===== config.mk =====
export PLATFORM = sky130hd
export DESIGN_NAME = pulse_phase_search
export DESIGN_NICKNAME = d
export VERILOG_FILES = /design/src/rtl/pb_pkg.sv /design/src/rtl/pb_bin_ring.sv /design/src/rtl/pb_corr_search.sv /design/src/rtl/pb_phase_hold.sv /design/src/rtl/pulse_phase_search.sv
export SDC_FILE = /design/constraint.sdc
export NUM_CORES = 2
export LEC_CHECK = 0
export ABC_AREA = 1
export BUFFER_PORTS_ARGS = -buffer_cell sky130_fd_sc_hd__buf_2
export CAP_MARGIN = 25
export CORE_MARGIN = 5
export CORE_UTILIZATION = 35
export CTS_CLUSTER_DIAMETER = 200
export DETAILED_ROUTE_END_ITERATION = 10
export PLACE_DENSITY_LB_ADDON = 0.12
export SYNTH_ARGS = -nofsm -noshare
export SYNTH_HDL_FRONTEND = slang
export SYNTH_HIERARCHICAL = 1
export SYNTH_SLANG_ARGS = --single-unit
export TNS_END_PERCENT = 20

===== constraint.sdc =====
create_clock -name clk -period 18.27 [get_ports clk]
set_clock_uncertainty 0.15 [all_clocks]
set_input_delay 3.654 -clock clk [delete_from_list [all_inputs] [get_ports clk]]
set_output_delay 3.654 -clock clk [all_outputs]
set_load 0.005 [all_outputs]

===== src/rtl/pb_pkg.sv =====
package pb_pkg;

    typedef logic signed [15:0] score_t;
    typedef logic signed [16:0] score_ext_t;

    localparam score_t SCORE_MIN = 16'sh8000;

    typedef enum logic [1:0] {
        SRCH_IDLE = 2'd0,
        SRCH_RUN  = 2'd1,
        SRCH_DONE = 2'd2
    } srch_state_e;

    typedef struct packed {
        score_t score;
        logic   better;
    } cand_t;

    function automatic score_ext_t widen(input score_t s);
        return score_ext_t'(s);
    endfunction

endpackage


===== src/rtl/pb_bin_ring.sv =====
module pb_bin_ring #(
    parameter int NUM_BINS        = 100,
    parameter int SAMPLES_PER_BIN = 10,
    parameter int CNT_W           = 4,
    parameter int IDX_W           = 7
) (
    input  logic                             clk,
    input  logic                             rst,
    input  logic                             tick,
    input  logic                             rx_bit,
    output logic [NUM_BINS-1:0][CNT_W-1:0]   snap,
    output logic                             frame_done
);
    localparam int SC_W = $clog2(SAMPLES_PER_BIN + 1);

    logic [NUM_BINS-1:0][CNT_W-1:0] bins_q;
    logic [NUM_BINS-1:0][CNT_W-1:0] snap_d;
    logic [IDX_W-1:0]               wr_idx;
    logic [SC_W-1:0]                smp_cnt;
    logic                           last_smp, last_bin, wrap_now;

    assign last_smp = (smp_cnt == SC_W'(SAMPLES_PER_BIN - 1));
    assign last_bin = (wr_idx == IDX_W'(NUM_BINS - 1));
    assign wrap_now = tick && last_smp && last_bin;

    // Snapshot view: bin (NUM_BINS-1) already holds its final sample.
    for (genvar g = 0; g < NUM_BINS; g++) begin : g_snap
        if (g == NUM_BINS - 1) begin : g_tail
            assign snap_d[g] = bins_q[g] + CNT_W'(rx_bit);
        end else begin : g_body
            assign snap_d[g] = bins_q[g];
        end
    end

    always_ff @(posedge clk) begin
        if (rst) begin
            bins_q     <= '0;
            snap       <= '0;
            wr_idx     <= '0;
            smp_cnt    <= '0;
            frame_done <= 1'b0;
        end else begin
            frame_done <= wrap_now;
            if (wrap_now) begin
                snap <= snap_d;
            end
            if (tick) begin
                if (smp_cnt == '0) begin
                    bins_q[wr_idx] <= CNT_W'(rx_bit);
                end else begin
                    bins_q[wr_idx] <= bins_q[wr_idx] + CNT_W'(rx_bit);
                end
                if (last_smp) begin
                    smp_cnt <= '0;
                    wr_idx  <= last_bin ? '0 : wr_idx + 1'b1;
                end else begin
                    smp_cnt <= smp_cnt + 1'b1;
                end
            end
        end
    end

endmodule


===== src/rtl/pb_corr_search.sv =====
module pb_corr_search
    import pb_pkg::*;
#(
    parameter int NUM_BINS  = 100,
    parameter int WIN_BINS  = 10,
    parameter int LOCK_SPAN = 10,
    parameter int LOCK_BACK = 5,
    parameter int CNT_W     = 4,
    parameter int IDX_W     = 7
) (
    input  logic                           clk,
    input  logic                           rst,
    input  logic                           start,
    input  logic                           locked,
    input  logic [IDX_W-1:0]               cur_phase,
    input  logic [NUM_BINS-1:0][CNT_W-1:0] snap,
    output logic                           busy,
    output logic                           res_valid,
    output score_t                         res_score,
    output logic [IDX_W-1:0]               res_offset
);
    localparam int OFF_W = $clog2(NUM_BINS + 1);

    srch_state_e      state;
    logic             mode_q;
    logic [OFF_W-1:0] off_cnt;
    logic [IDX_W-1:0] k_q, rd_ptr, cur_off, best_off;
    score_t           acc, best_score, term, acc_nx;
    logic [IDX_W:0]   base_sum;
    logic [IDX_W-1:0] base;
    logic             sweep_end, last_off;
    cand_t            cand;

    function automatic logic [IDX_W-1:0] nxt(input logic [IDX_W-1:0] v);
        return (v == IDX_W'(NUM_BINS - 1)) ? '0 : v + 1'b1;
    endfunction

    // Window start: phase - LOCK_BACK modulo NUM_BINS, or 0 when unlocked.
    assign base_sum = {1'b0, cur_phase} + (IDX_W + 1)'(NUM_BINS - LOCK_BACK);
    always_comb begin
        if (!locked) begin
            base = '0;
        end else if (base_sum >= (IDX_W + 1)'(NUM_BINS)) begin
            base = IDX_W'(base_sum - (IDX_W + 1)'(NUM_BINS));
        end else begin
            base = IDX_W'(base_sum);
        end
    end

    assign term      = (k_q < IDX_W'(WIN_BINS)) ? score_t'(snap[rd_ptr])
                                                 : -score_t'(snap[rd_ptr]);
    assign acc_nx    = acc + term;
    assign sweep_end = (k_q == IDX_W'(NUM_BINS - 1));
    assign last_off  = mode_q ? (off_cnt == OFF_W'(LOCK_SPAN - 1))
                              : (off_cnt == OFF_W'(NUM_BINS - 1));
    assign cand.score  = acc_nx;
    assign cand.better = (acc_nx > best_score);

    assign busy       = (state != SRCH_IDLE);
    assign res_valid  = (state == SRCH_DONE);
    assign res_score  = best_score;
    assign res_offset = best_off;

    always_ff @(posedge clk) begin
        if (rst) begin
            state      <= SRCH_IDLE;
            mode_q     <= 1'b0;
            off_cnt    <= '0;
            k_q        <= '0;
            rd_ptr     <= '0;
            cur_off    <= '0;
            best_off   <= '0;
            acc        <= '0;
            best_score <= SCORE_MIN;
        end else if (start) begin
            state      <= SRCH_RUN;
            mode_q     <= locked;
            off_cnt    <= '0;
            k_q        <= '0;
            rd_ptr     <= base;
            cur_off    <= base;
            best_off   <= base;
            acc        <= '0;
            best_score <= SCORE_MIN;
        end else begin
            case (state)
                SRCH_RUN: begin
                    if (sweep_end) begin
                        if (cand.better) begin
                            best_score <= cand.score;
                            best_off   <= cur_off;
                        end
                        acc     <= '0;
                        k_q     <= '0;
                        cur_off <= nxt(cur_off);
                        rd_ptr  <= nxt(cur_off);
                        off_cnt <= off_cnt + 1'b1;
                        if (last_off) begin
                            state <= SRCH_DONE;
                        end
                    end else begin
                        acc    <= acc_nx;
                        k_q    <= k_q + 1'b1;
                        rd_ptr <= nxt(rd_ptr);
                    end
                end
                SRCH_DONE: state <= SRCH_IDLE;
                default:   state <= SRCH_IDLE;
            endcase
        end
    end

endmodule


===== src/rtl/pb_phase_hold.sv =====
module pb_phase_hold
    import pb_pkg::*;
#(
    parameter int IDX_W  = 7,
    parameter int MARGIN = 40
) (
    input  logic             clk,
    input  logic             rst,
    input  logic             restart,
    input  logic             lock_set,
    input  logic             res_valid,
    input  score_t           res_score,
    input  logic [IDX_W-1:0] res_offset,
    output logic [IDX_W-1:0] phase,
    output logic             locked
);
    score_t     best_q;
    score_ext_t lifted;
    logic       accept;

    assign lifted = widen(res_score) + score_ext_t'(MARGIN);
    assign accept = res_valid && (lifted > widen(best_q));

    always_ff @(posedge clk) begin
        if (rst) begin
            phase  <= '0;
            locked <= 1'b0;
            best_q <= SCORE_MIN;
        end else if (restart) begin
            locked <= 1'b0;
            best_q <= SCORE_MIN;
        end else begin
            if (lock_set) begin
                locked <= 1'b1;
            end
            if (accept) begin
                phase  <= res_offset;
                best_q <= res_score;
            end
        end
    end

endmodule


===== src/rtl/pulse_phase_search.sv =====
module pulse_phase_search
    import pb_pkg::*;
#(
    parameter int NUM_BINS        = 100,
    parameter int SAMPLES_PER_BIN = 10,
    parameter int WIN_BINS        = 10,
    parameter int LOCK_SPAN       = 10,
    parameter int LOCK_BACK       = 5,
    parameter int MARGIN          = 40,
    localparam int IDX_W          = $clog2(NUM_BINS),
    localparam int CNT_W          = $clog2(SAMPLES_PER_BIN + 1)
) (
    input  logic             clk,
    input  logic             rst,
    input  logic             tick,
    input  logic             rx_bit,
    input  logic             restart,
    input  logic             lock_set,
    output logic             sec_done,
    output logic             busy,
    output logic             locked,
    output logic [IDX_W-1:0] phase
);
    logic [NUM_BINS-1:0][CNT_W-1:0] snap;
    logic                           res_valid;
    score_t                         res_score;
    logic [IDX_W-1:0]               res_offset;

    pb_bin_ring #(
        .NUM_BINS(NUM_BINS), .SAMPLES_PER_BIN(SAMPLES_PER_BIN),
        .CNT_W(CNT_W), .IDX_W(IDX_W)
    ) u_ring (
        .clk(clk), .rst(rst), .tick(tick), .rx_bit(rx_bit),
        .snap(snap), .frame_done(sec_done)
    );

    pb_corr_search #(
        .NUM_BINS(NUM_BINS), .WIN_BINS(WIN_BINS), .LOCK_SPAN(LOCK_SPAN),
        .LOCK_BACK(LOCK_BACK), .CNT_W(CNT_W), .IDX_W(IDX_W)
    ) u_search (
        .clk(clk), .rst(rst), .start(sec_done), .locked(locked),
        .cur_phase(phase), .snap(snap), .busy(busy),
        .res_valid(res_valid), .res_score(res_score), .res_offset(res_offset)
    );

    pb_phase_hold #(
        .IDX_W(IDX_W), .MARGIN(MARGIN)
    ) u_hold (
        .clk(clk), .rst(rst), .restart(restart), .lock_set(lock_set),
        .res_valid(res_valid), .res_score(res_score), .res_offset(res_offset),
        .phase(phase), .locked(locked)
    );

endmodule


==> run summary <==
Post-synthesis adder-cell area fraction = 0.0183
Xor and xnor area share after synthesis = 0.00889
DRC viols = 0
Max cap viols = 0
VDD IR max = 0.0856 mV
Crit Reg-Reg Endpoint = u_search/res_offset[0]$_SDFFE_PP0P_
Pre-Repair DR Iteration Count = 6
RePlAce Congestion = 0.866
Worst hold path endpoint = u_ring/snap[190]$_SDFFE_PP0P_
CTS tree = built
Rows = 127
DR iter-0 viols = 3778
Worst Path Required = 18730 ps
Setup Fix Bufs, Post-CTS = 0
Core Area = 120000 sq um
Initial core utilization = 0.352
Ant diodes = 0
Reg clk slew, reported paths = 60 ps
Total grt overflow = 0
CP max stage delay = 810 ps
Critical Path AT = 8460 ps
Crit. End Element = flip-flop
Unique masters post-synth = 66
Initial antenna violation count = 5
Pre-CTS WS = 10210 ps
# port buffers = 15
Global-route wire length before repair = 240000 um
Buffers plus inverters on the worst setup path = 8
Final Max Tran Viols = 0
Clk_lat worst skew = 710 ps
Largest family of logic cells by synthesized area = simple AND/OR/NAND/NOR gates
Synth async-reset ratio = 0
Share of layout cells above drive strength 1 = 0.0616
Synth Area in Compound Gates = 0.196
Syn Std Cell Area = 42100 sq um
Dpl hpwl = 101000 um
Hold Path Stages = 2
Fmax = 0.125 GHz
Lkg Pwr = 17.3 nW
Routed wire length = 160000 um
Most used DFF post-synth = dfxtp_1
Synthesized flop and latch total = 906
Hold/Removal Path Class = reg -> reg
Root Buffer = clkbuf_16
Post-layout minimum cycle time = 8000 ps
Die height = 357 um
RSZ-0062 raised after global routing = no
Sequential cell area fraction in the yosys report = 0.431
Cell class contributing the biggest share of worst-path delay = compound AO/OA/AOI/OAI gates
Crit path top cell by count = nand2_1
Post-synthesis mux area share = 0.000268
Ports = 16
R2R depth = 40
Final hold violation count = 0
Setup crit start kind = flip-flop
Pwr dens = 90.3 nW/um^2
Critical path fanouts, max = 105
Setup WS post-layout = 10270 ps
EDFF count, synth = 0
Largest net degree at the start of global routing = 206
Htree depth = 3
CTS Buf Count = 105
Layout area overhead = 11.4%
Fin Setup TNS = 0 ps
Via density = 5.27
Final Cycle Share = 0.438
Slowest CP cell = dfxtp_4
Total GRT Usage = 0.244
DIE AREA = 127000 sq um
R2R Setup Slk = 10270 ps
Hold Buf Count CTS = 0
Vias in the first global route = 37264
Syn Nets = 6132
Fraction of the mapped netlist area in simple logic gates = 0.256
Hold_sp = u_ring/snap[190]$_SDFFE_PP0P_
WS Path Type = reg -> reg
Syn Area/Cell = 6.94 sq um
Max clock buf depth = 3
WL per Instance = 21.1 um
Nets = 5962
Post-CTS Resized = 0
Worst rel slew slack = 0.258
Outcome = complete, no violations
Final setup vio count = 0
Die W = 357 um
CTS sink count = 906
Slew @ Worst Pin = 1110 ps
Synth warnings = 6
Worst R2R Start = u_search/rd_ptr[0]$_SDFFE_PP0P_
Vias = 39974
Final ANT Viol Nets = 0
Cells after Synth = 6065
[cell families after synthesis]
family          after synthesis
simple gates               2663
compound gates             1486
buf+inv                     910
flops                       906
fa+ha+maj                    61
xor+xnor                     38
mux                           1
[synthesized netlist by cell type (all sizes together) (19+ instances only)]
library cell / instances / area [sq um]
o211ai: 33 / 248
a22o: 104 / 911
inv: 538 / 2020
clkbuf: 224 / 841
nand2: 1843 / 7010
a21oi: 507 / 2580
o21ai: 694 / 3470
o22ai: 75 / 469
nand3: 307 / 1610
dfxtp: 906 / 18100
nor2: 452 / 1750
nand4: 25 / 163
o221ai: 19 / 166
xor2: 27 / 244
buf: 140 / 835
ha: 60 / 751
[area by class of cell]
class                      count  area (sq um)
clock buffer                 157          3130
clock inverter                31           388
fill                       12772         72800
inverter                     546          2060
multi-input combinational   4249         20300
sequential                   906         18200
tap                         1612          2020
timing repair buffer          87           815
[report_power, final]
part           total (mW)  internal [mW]  switching (mW)
combinational      0.0949         0.0130          0.0819
clock                2.16           1.28           0.883
sequential           1.98           1.98        0.000543
[placed cells by master, fill, tap and decap left out, types with 18 or more instances in the layout]
| master | netlist | final |
|---|---|---|
| o211ai_1 | 33 | 33 |
| nand2_2 | 19 | 18 |
| a21oi_1 | 495 | 495 |
| nor2_1 | 438 | 429 |
| xor2_1 | 26 | 26 |
| nand4_1 | 24 | 24 |
| a22o_1 | 104 | 104 |
| buf_4 | 30 | 61 |
| dfxtp_1 | 906 | 899 |
| nand2_1 | 1819 | 1818 |
| clkbuf_16 | 0 | 108 |
| o22ai_1 | 75 | 75 |
| o221ai_1 | 19 | 19 |
| clkbuf_1 | 224 | 25 |
| clkbuf_8 | 0 | 24 |
| ha_1 | 60 | 59 |
| o21ai_0 | 648 | 648 |
| o21ai_1 | 46 | 46 |
| inv_1 | 516 | 515 |
| nand3_1 | 295 | 294 |
| inv_2 | 20 | 20 |
[routing by layer]
layer	track usage	vias up	share of wire
li1	-	19471	-
met1	0.343	18977	0.46
met2	0.390	1268	0.44
met3	0.0310	258	0.067
met4	0.0805	0	0.035
met5	0	-	0
[worst reg2reg max path: cells and delay by family, from the launching register on]
kind | cells | cell delay, ps
XOR/XNOR | 1 | 100
buffers and inverters | 8 | 2000
AND/OR/NAND/NOR | 19 | 1980
flip-flops | 1 | 810
adder cells (fa/ha/maj) | 3 | 880
AO/OA/AOI/OAI | 9 | 2030
[worst max-delay path by stage]
stage,start,endpoint,slack [ps],depth (start not counted)
after global routing,u_search/rd_ptr[0]$_SDFFE_PP0P_,u_search/res_offset[0]$_SDFFE_PP0P_,9560,40
final,u_search/rd_ptr[0]$_SDFFE_PP0P_,u_search/res_offset[0]$_SDFFE_PP0P_,10270,40
after detailed placement,u_search/rd_ptr[0]$_SDFFE_PP0P_,u_search/res_offset[5]$_SDFFE_PP0P_,10210,39
after floorplan,u_search/rd_ptr[0]$_SDFFE_PP0P_,u_search/res_score[7]$_SDFFE_PP0P_,12490,44
after global placement,u_search/rd_ptr[0]$_SDFFE_PP0P_,u_search/res_offset[5]$_SDFFE_PP0P_,10350,39
after CTS,u_search/rd_ptr[0]$_SDFFE_PP0P_,u_search/res_offset[0]$_SDFFE_PP0P_,10180,39
[sequential cells by signal (all words and copies together) (netlist names)]
signal               flops
u_hold/best_q           16
u_hold/locked            1
u_hold/phase             7
u_ring/bins_q          400
u_ring/frame_done        1
u_ring/smp_cnt           4
u_ring/snap            400
u_ring/wr_idx            7
u_search/acc            16
u_search/cur_off         7
u_search/k_q             7
u_search/mode_q          1
u_search/off_cnt         7
u_search/rd_ptr          7
u_search/res_offset      7
u_search/res_score      16
u_search/state           2
[per-stage QoR]
stage / cell area, sq um / util / std cells / power (mW) / hold WS (ps)
6_report: 46800 / 0.392 / 7588 / 4.23 / 303
3_5_place_dp: 43300 / 0.362 / 7398 / 2.11 / 289
3_3_place_gp: 43100 / 0.360 / 7391 / 2.11 / 284
5_1_grt: 46800 / 0.392 / 7588 / 4.36 / 324
2_1_floorplan: 42100 / - / 6065 / 2.07 / 273
4_1_cts: 46800 / 0.391 / 7586 / 4.28 / 304
No activity file was read; power rests on OpenSTA's default activity.
